`src/rtl/static_read_seq.sv`:
```
module static_read_seq #(
  parameter int AW          = 16,
  parameter int DW          = 16,
  parameter int WSTW        = 5,
  parameter int STRETCH_MAX = 16365
) (
  input  logic            clk,
  input  logic            rst_n,
  input  logic            req_valid,
  input  logic [AW-1:0]   req_addr,
  output logic            req_ready,
  output logic            ack,
  output logic [DW-1:0]   rd_data,
  output logic            err_timeout,
  input  logic [WSTW-1:0] cfg_wst,
  input  logic [WSTW-1:0] cfg_oe_dly,
  output logic            mem_cs_n,
  output logic            mem_oe_n,
  output logic [AW-1:0]   mem_addr,
  input  logic [DW-1:0]   mem_din,
  input  logic            mem_wait_n
);

  localparam int SCW     = $clog2(STRETCH_MAX + 1);
  localparam int WST_MIN = 3;

  typedef enum logic [1:0] {S_IDLE, S_ACC, S_DONE} st_t;

  st_t             st;
  logic [WSTW-1:0] cnt, oe_cnt;
  logic [SCW-1:0]  scnt;
  logic            queued, tout;
  logic            ws1, ws2;
  logic [AW-1:0]   addr_q;
  logic [DW-1:0]   data_q;

  logic [WSTW-1:0] wst_eff, oe_eff;
  logic            win, lowin, stall;

  assign wst_eff = (cfg_wst < WSTW'(WST_MIN)) ? WSTW'(WST_MIN) : cfg_wst;
  assign oe_eff  = (cfg_oe_dly > wst_eff - 1'b1) ? wst_eff - 1'b1 : cfg_oe_dly;

  assign win   = (cnt != '0) && (cnt <= WSTW'(WST_MIN));
  assign lowin = (st == S_ACC) && win && !ws2 && !queued;
  assign stall = lowin && (scnt != SCW'(STRETCH_MAX));

  assign req_ready   = (st == S_IDLE);
  assign ack         = (st == S_DONE);
  assign err_timeout = (st == S_DONE) && tout;
  assign mem_cs_n    = (st != S_ACC);
  assign mem_oe_n    = !((st == S_ACC) && (oe_cnt == '0));
  assign mem_addr    = addr_q;
  assign rd_data     = data_q;

  always_ff @(posedge clk or negedge rst_n) begin
    if (!rst_n) begin
      st     <= S_IDLE;
      cnt    <= '0;
      oe_cnt <= '0;
      scnt   <= '0;
      queued <= 1'b0;
      tout   <= 1'b0;
      ws1    <= 1'b1;
      ws2    <= 1'b1;
      addr_q <= '0;
      data_q <= '0;
    end else begin
      ws1 <= mem_wait_n;
      ws2 <= ws1;
      case (st)
        S_IDLE: begin
          if (req_valid) begin
            st     <= S_ACC;
            addr_q <= req_addr;
            cnt    <= wst_eff;
            oe_cnt <= oe_eff;
            scnt   <= '0;
            queued <= 1'b0;
            tout   <= 1'b0;
          end
        end
        S_ACC: begin
          if (oe_cnt != '0) oe_cnt <= oe_cnt - 1'b1;
          if (stall) begin
            scnt <= scnt + 1'b1;
          end else begin
            if (lowin) tout <= 1'b1;
            if (cnt == '0) begin
              data_q <= mem_din;
              st     <= S_DONE;
            end else begin
              cnt <= cnt - 1'b1;
            end
          end
          if (win && ws2 && (scnt != '0)) queued <= 1'b1;
        end
        S_DONE:  st <= S_IDLE;
        default: st <= S_IDLE;
      endcase
    end
  end

  AST_MIN_COUNT:   assert property (@(posedge clk) disable iff (!rst_n) $fell(mem_cs_n) |-> cnt >= WSTW'(WST_MIN));
  AST_FREEZE:      assert property (@(posedge clk) disable iff (!rst_n) stall |=> $stable(cnt));
  AST_OE_IN_CS:    assert property (@(posedge clk) disable iff (!rst_n) !mem_oe_n |-> !mem_cs_n);
  AST_ACK_AFTER:   assert property (@(posedge clk) disable iff (!rst_n) $rose(mem_cs_n) |-> ack);
  AST_ACK_PULSE:   assert property (@(posedge clk) disable iff (!rst_n) ack |=> !ack);
  AST_BUSY_READY:  assert property (@(posedge clk) disable iff (!rst_n) !mem_cs_n |-> !req_ready);
  AST_STRETCH_CAP: assert property (@(posedge clk) disable iff (!rst_n) scnt <= SCW'(STRETCH_MAX));
  AST_ERR_WITH_ACK: assert property (@(posedge clk) disable iff (!rst_n) err_timeout |-> ack);

endmodule

```
`config.mk`:
```
export PLATFORM = sky130hd
export DESIGN_NAME = static_read_seq
export DESIGN_NICKNAME = d
export VERILOG_FILES = /design/src/rtl/static_read_seq.sv
export SDC_FILE = /design/constraint.sdc
export NUM_CORES = 1
export LEC_CHECK = 0
export ABC_AREA = 1
export CAP_MARGIN = 10
export CORE_MARGIN = 3
export CORE_UTILIZATION = 40
export DETAILED_ROUTE_END_ITERATION = 12
export PLACE_DENSITY = 0.72
export REMOVE_ABC_BUFFERS = 1
export SYNTH_ARGS = -nofsm -noshare
export SYNTH_HDL_FRONTEND = slang
export SYNTH_SLANG_ARGS = --single-unit
export TNS_END_PERCENT = 5
```
`constraint.sdc`:
```
create_clock -name clk -period 2.3 [get_ports clk]
set_clock_uncertainty 0.2 [all_clocks]
set_input_delay 0.46 -clock clk [delete_from_list [all_inputs] [get_ports clk]]
set_output_delay 0.46 -clock clk [all_outputs]
set_load 0.005 [all_outputs]
```
==> run_results.csv, run 1 <==
group,metric,value,unit
floorplan,die_h,98.5,µm
final_layout,fin_cells,649,
timing,slew_headroom,68.1,%
drt,drcViolationCount,0,
min_path,min_path_type,"flip-flop to flip-flop",
synthesis,async_flop_share,100,%
power_and_ir_drop,total_power,5.34,mW
timing,final_max_slew_viol_count,0,
timing,rsz0062_at_grt,"true",
global_routing,grtUsageTotal,18.0,%
outcome,outcome,"complete, no violations",
drt,drtIter0Drc,124,
placement,hpwl,6020,µm
timing,hold_viol,0,
synthesis,synth_top_cell_area_share,43.9,%
power_and_ir_drop,internal-power,3.42,mW
clock_network,path_clk_slew,80,ps
critical_path,setup.worst_path.start_class,"input pin",
power_and_ir_drop,pwr-share-seq,33.4,%
timing,period_minus_slack,2290,ps
drt,dr.pass1.iters,5,
clock_network,clock-sinks,62,
critical_path,worstPathRequired,2320,ps
drt,antenna_left,0,
critical_path,arrival,2310,ps
floorplan,ios,83,
floorplan,start_util,41.4,%
synthesis,synth_edf_count,0,
placement,place_congestion,0.898,
floorplan,die_area,0.00970,mm²
timing,setup_viol,0,
drt,vias,3185,
flow_run,cap_viol_max_count,0,
synthesis,syn-instance-count,419,
power_and_ir_drop,p_sw_share,36.0,%
drt,drt-wirelength-per-cell,13.2,µm
synthesis,synth_area,0.00342,mm²
synthesis,ys.warnings.count,0,
critical_path,path_class,"input pin to flip-flop",
global_routing,grt-ovfl-total,0,
final_layout,diodes,0,
final_layout,area_growth_syn_to_layout,45.5,%
global_routing,grt_antenna_before_repair,0,
clock_network,htree_num_levels,3,
timing,fin_hold_ws,160,ps
power_and_ir_drop,ir_drop,0.463,mV
min_path,hold_depth,0,
min_path,worstHoldStart,"ws1$_DFF_PN1_",
timing,finalCritPeriodShare,99.6,%
placement,portBuffers,82,
min_path,hold_end,"ws2$_DFF_PN1_",
final_layout,final_layout_size_suffix_gt1_share,22.4,%
synthesis,post_synth_num_cell_types,33,
power_and_ir_drop,power_density,1070,mW/mm²
clock_network,cts_buffer_depth,2,
final_layout,fin_area,0.00498,mm²
synthesis,yosysSeqAreaShare,45.4,%
floorplan,fp.dieW,98.5,µm
timing,max_freq,437,MHz
critical_path,rr_startpoint,"st[1]$_DFFE_PN0P_",
critical_path,cp_max_fo,2,
critical_path,worstSetupEndpointType,"flip-flop",
synthesis,synth_most_common_cell,"nand2_1",
power_and_ir_drop,power_frac_comb,46.5,%
critical_path,r2r_slack,190,ps
placement,placed_area,0.00447,mm²
power_and_ir_drop,power_switching,1.92,mW
global_routing,grt_max_degree,46,
final_layout,post-route-util,60.3,%
timing,worstMarginPinSlew,478,ps
clock_network,clk_latency,340,ps
clock_network,ctsRootBufferMaster,"clkbuf_8",
critical_path,crit_start,"cfg_wst[1]",
floorplan,fp-row-count,33,
critical_path,reg2regPathDepth,9,
clock_network,cts_buffers,9,
placement,dp_cells,617,
synthesis,ys_ff_latch,62,
critical_path,reg2reg_to,"scnt[11]$_DFFE_PN0P_",
synthesis,synth_area_per_cell,8.17,µm²
synthesis,synth_flop_cell,"dfrtp_1",
global_routing,grt_pass1_vias,3190,
clock_network,cts_tree,"built",
drt,viasPerCell,4.91,
drt,routed_wl,8550,µm
final_layout,nNetsFinal,599,
power_and_ir_drop,clkPwrFrac,20.1,%
floorplan,coreArea,0.00826,mm²
power_and_ir_drop,power.leakage,2.30,nW
synthesis,yosysTopAreaCell,"dfrtp_1",
synthesis,synthTopCellsByArea,"dfrtp_1 (44%), nand2_1 (16%), mux2_2 (5.3%), ha_1 (5.1%), inv_1 (4.6%)",
synthesis,ys_top_cells_by_count,"nand2_1 (142), dfrtp_1 (60), inv_1 (42), nor2_1 (38), nand3_1 (22)",
global_routing,grt_pass1_wl,14500,µm
## sequential cells by signal, indices dropped and copies added, names as in the netlist
| register | flops |
|---|---|
| ws2 | 1 |
| st | 2 |
| cnt | 5 |
| ws1 | 1 |
| queued | 1 |
| tout | 1 |
| scnt | 14 |
| mem_addr | 16 |
| rd_data | 16 |
| oe_cnt | 5 |
## metal layers
layer	track usage, %	wire (µm)	up-vias	part of all wire (%)
met4	4.62	118	0	1.4
met5	0	0	-	0
li1	-	-	1578	-
met1	22.6	3730	1510	44
met3	5.10	354	15	4.1
met2	30.7	4350	82	51
## cell usage in the layout, fill, tap and decap left out, types with 2 or more instances in the layout
cell / synthesis / final
inv_1: 42 / 36
xnor2_1: 3 / 3
nor2_1: 38 / 36
ha_4: 0 / 4
xor2_1: 7 / 6
clkinv_4: 0 / 2
nand3_1: 22 / 18
dlygate4sd2_1: 0 / 3
inv_2: 2 / 7
nand3_2: 0 / 3
clkbuf_8: 1 / 9
a21oi_1: 10 / 7
a21oi_2: 0 / 2
a31oi_1: 3 / 3
ha_1: 14 / 10
o22ai_1: 2 / 2
o21bai_1: 2 / 2
o21ai_0: 9 / 8
clkinvlp_4: 0 / 2
nand2_4: 1 / 3
nand2_1: 142 / 131
clkdlybuf4s50_1: 0 / 75
mux2_2: 16 / 16
nor3_1: 6 / 6
nor2_4: 2 / 5
dfstp_2: 2 / 2
o21ai_2: 8 / 8
nand2_2: 2 / 11
dfrtp_1: 60 / 59
nand4_1: 11 / 11
bufinv_16: 0 / 2
buf_4: 1 / 34
## power groups by stage
| stage | logic (mW) | clock network [mW] | registers [mW] |
|---|---|---|---|
| after detailed placement | 2.36 | 0 | 1.80 |
| after global placement | 2.30 | 0 | 1.78 |
| after global routing | 2.76 | 1.15 | 1.85 |
| after CTS | 2.42 | 1.11 | 1.79 |
| final | 2.48 | 1.07 | 1.79 |
| after floorplan | 1.21 | 0 | 1.79 |
## worst max-delay path, cell delays in order
cell	delay, ps
dlygate4sd2_1	260
inv_2	70
nand2_2	60
buf_4	130
buf_4	120
buf_4	120
buf_4	120
buf_4	120
buf_4	120
buf_4	120
buf_4	120
buf_4	120
buf_4	120
o21ai_0	160
o21ai_1	100
## how the worst max path moves through the flow
stage	end	slack [ps]	depth (start not counted)
2_1_floorplan	oe_cnt[3]$_DFFE_PN0P_	-210	15
3_3_place_gp	oe_cnt[3]$_DFFE_PN0P_	-660	20
3_5_place_dp	oe_cnt[3]$_DFFE_PN0P_	-800	20
4_1_cts	oe_cnt[4]$_DFFE_PN0P_	-10	17
5_1_grt	oe_cnt[4]$_DFFE_PN0P_	-60	18
6_report	cnt[1]$_DFFE_PN0P_	10	15
## repair_timing
| action | 4_1_cts | 5_1_grt |
|---|---|---|
| pin swaps | 12 | 13 |
| buffers inserted | 12 | 3 |
| endpoints found under the hold margin | 16 | 0 |
| hold buffers | 1 | 0 |
| resized for setup | 33 | 29 |
| endpoints found under the setup margin | 7 | 9 |
## area by class of cell
type,count,area (µm²)
fill,699,3280
sequential,62,1560
inverter,44,170
clock inverter,7,97.6
clock buffer,9,124
tap,105,131
multi-input combinational,305,1820
timing repair buffer,117,1080
## cells by family (layout without fill, tap and decap cells)
kind of cell	count (synthesis)	count (layout)	share of synthesized area, %
fa+ha+maj	14	14	5.12
flops	62	62	45.4
simple gates	229	229	28.2
mux	17	17	5.56
buf+inv	52	177	6.54
compound gates	35	35	6.65
xor+xnor	10	10	2.56
## through the flow
step | TNS (ps) | worst slack (ps)
2_1_floorplan | -961 | -209
6_report | 0 | 10.1
3_5_place_dp | -3860 | -797
4_1_cts | -10.1 | -10.1
3_3_place_gp | -3270 | -661
5_1_grt | -292 | -64.8
Power figures use the tool's default switching activity.
==> run 2: changes to the inputs <==
--- a/config.mk
+++ b/config.mk
@@ -7,6 +7,7 @@
 export LEC_CHECK = 0
 export ABC_AREA = 1
 export CAP_MARGIN = 10
+export CORE_ASPECT_RATIO = 1.4
 export CORE_MARGIN = 3
 export CORE_UTILIZATION = 40
 export DETAILED_ROUTE_END_ITERATION = 12
==> run 2 against run 1 <==
Compared with the run above: the run now ends with setup timing left; sequential power barely moved; sequential share of layout area down 0.80 points; critical path type unchanged; die area rose by 0.16%; fmax fell by 1.6%; combinational power barely moved; final area is 2.5% higher; wire length decreased by 2.4%.
==> run_results.csv, run 2 (synthesized netlist as in run 1, its figures left out) <==
group,metric,value,unit
final_layout,area_growth_syn_to_layout,49.2,%
clock_network,cts_buffers,9,
final_layout,nNetsFinal,600,
drt,dr.pass1.iters,4,
drt,viasPerCell,4.84,
critical_path,arrival,2330,ps
clock_network,path_clk_slew,50,ps
floorplan,ios,83,
drt,wl_met2,4200,µm
final_layout,final_layout_size_suffix_gt1_share,23.1,%
placement,portBuffers,82,
timing,final_max_slew_viol_count,0,
outcome,outcome,"complete, but fails checks",
timing,hold_viol,0,
min_path,hold_depth,0,
timing,fin_setup_tns,-26.4,ps
final_layout,fin_area,0.00510,mm²
floorplan,die_h,115,µm
clock_network,clk_latency,330,ps
outcome,violations,"setup timing",
power_and_ir_drop,power.leakage,2.37,nW
drt,wl_met1,3560,µm
clock_network,cts_tree,"built",
min_path,min_path_type,"flip-flop to flip-flop",
timing,period_minus_slack,2330,ps
final_layout,final_common_cell,"nand2_1",
flow_run,cap_viol_max_count,0,
floorplan,start_util,41.5,%
final_layout,post-route-util,61.9,%
placement,hpwl,5810,µm
placement,dp_cells,615,
timing,fin_ws,-26.4,ps
clock_network,cts_buffer_depth,2,
final_layout,diodes,0,
final_layout,fin_cells,647,
final_layout,nFillCells,677,
drt,antenna_left,0,
global_routing,grtUsageTotal,17.4,%
floorplan,fp-row-count,39,
timing,rsz0062_at_grt,"true",
timing,max_freq,430,MHz
power_and_ir_drop,power_density,1130,mW/mm²
drt,routed_wl,8350,µm
placement,placed_area,0.00447,mm²
final_layout,layout_common_cells,"nand2_1 (128), clkdlybuf4s50_1 (75), dfrtp_1 (60), inv_1 (38), nor2_1 (36)",
drt,drcViolationCount,0,
drt,wl_met3,384,µm
power_and_ir_drop,total_power,5.78,mW
global_routing,grt_max_degree,63,
global_routing,grt_pass1_vias,3115,
critical_path,worstPathRequired,2310,ps
clock_network,ctsRootBufferMaster,"clkbuf_16",
timing,fin_hold_ws,154,ps
drt,vias,3131,
critical_path,path_class,"input pin to flip-flop",
placement,place_congestion,0.903,
critical_path,reg2regPathDepth,10,
global_routing,grt_antenna_before_repair,0,
placement,place_ws,-817,ps
power_and_ir_drop,ir_drop,0.852,mV
timing,finalCritPeriodShare,101,%
timing,slew_headroom,66.9,%
global_routing,grt_pass1_wl,13800,µm
timing,setup_viol,1,
floorplan,die_area,0.00972,mm²
critical_path,setup.worst_path.start_class,"input pin",
floorplan,fp.dieW,84.2,µm
drt,drtIter0Drc,139,
critical_path,worstSetupEndpointType,"flip-flop",
drt,drt-wirelength-per-cell,12.9,µm
clock_network,htree_num_levels,3,
global_routing,grt-ovfl-total,0,
clock_network,clock-sinks,62,
drt,top_layer_used,"met4",
critical_path,cp_max_fo,2,
timing,worstMarginPinSlew,496,ps
floorplan,coreArea,0.00825,mm²
[run 2: critical path: stages]
cell and delay [ps]:
dlygate4sd2_1 240, inv_1 60, nand2_2 60, buf_4 130, buf_4 120, buf_4 120
buf_4 120, buf_4 120, buf_4 120, buf_4 120, buf_4 120, buf_4 120
buf_4 120, buf_4 120, o21ai_2 110, o21ai_1 70
[run 2: final cells by class]
cell class | instances | area, µm² | area share, %
multi-input combinational | 305 | 1820 | 35.6
sequential | 62 | 1550 | 30.4
timing repair buffer | 118 | 1100 | 21.6
clock buffer | 10 | 239 | 4.68
inverter | 44 | 168 | 3.28
tap | 102 | 128 | 2.50
clock inverter | 6 | 93.8 | 1.84
[run 2: worst paths after layout]
kind	slack [ps]	end	from
max	-30	cnt[1]$_DFFE_PN0P_	cfg_wst[1]
min	150	ws2$_DFF_PN1_	ws1$_DFF_PN1_
max reg2reg	250	scnt[13]$_DFFE_PN0P_	st[0]$_DFFE_PN0P_
min reg2reg	150	ws2$_DFF_PN1_	ws1$_DFF_PN1_
max in group asynchronous	1110	ws2$_DFF_PN1_	rst_n
min in group asynchronous	470	scnt[11]$_DFFE_PN0P_	rst_n
[run 2: power by group]
group          internal, mW  total [mW]  switching (mW)
registers              1.52        1.79           0.262
clock network         0.984        1.48           0.499
logic                  1.29        2.51            1.22
total                  3.80        5.78            1.98
[run 2: timing repair]
action,CTS,global route
hold buffers,1,0
pin swaps,10,19
setup buffers,13,2
cloned,0,0
hold endpoints to repair,60,0
gates resized for setup,34,32
endpoints found under the setup margin,7,7
[run 2: metal layers]
metal	track usage, %	vias to the layer above
li1	-	1588
met1	20.6	1447
met2	30.6	80
met3	4.20	16
met4	6.65	0
met5	0	-
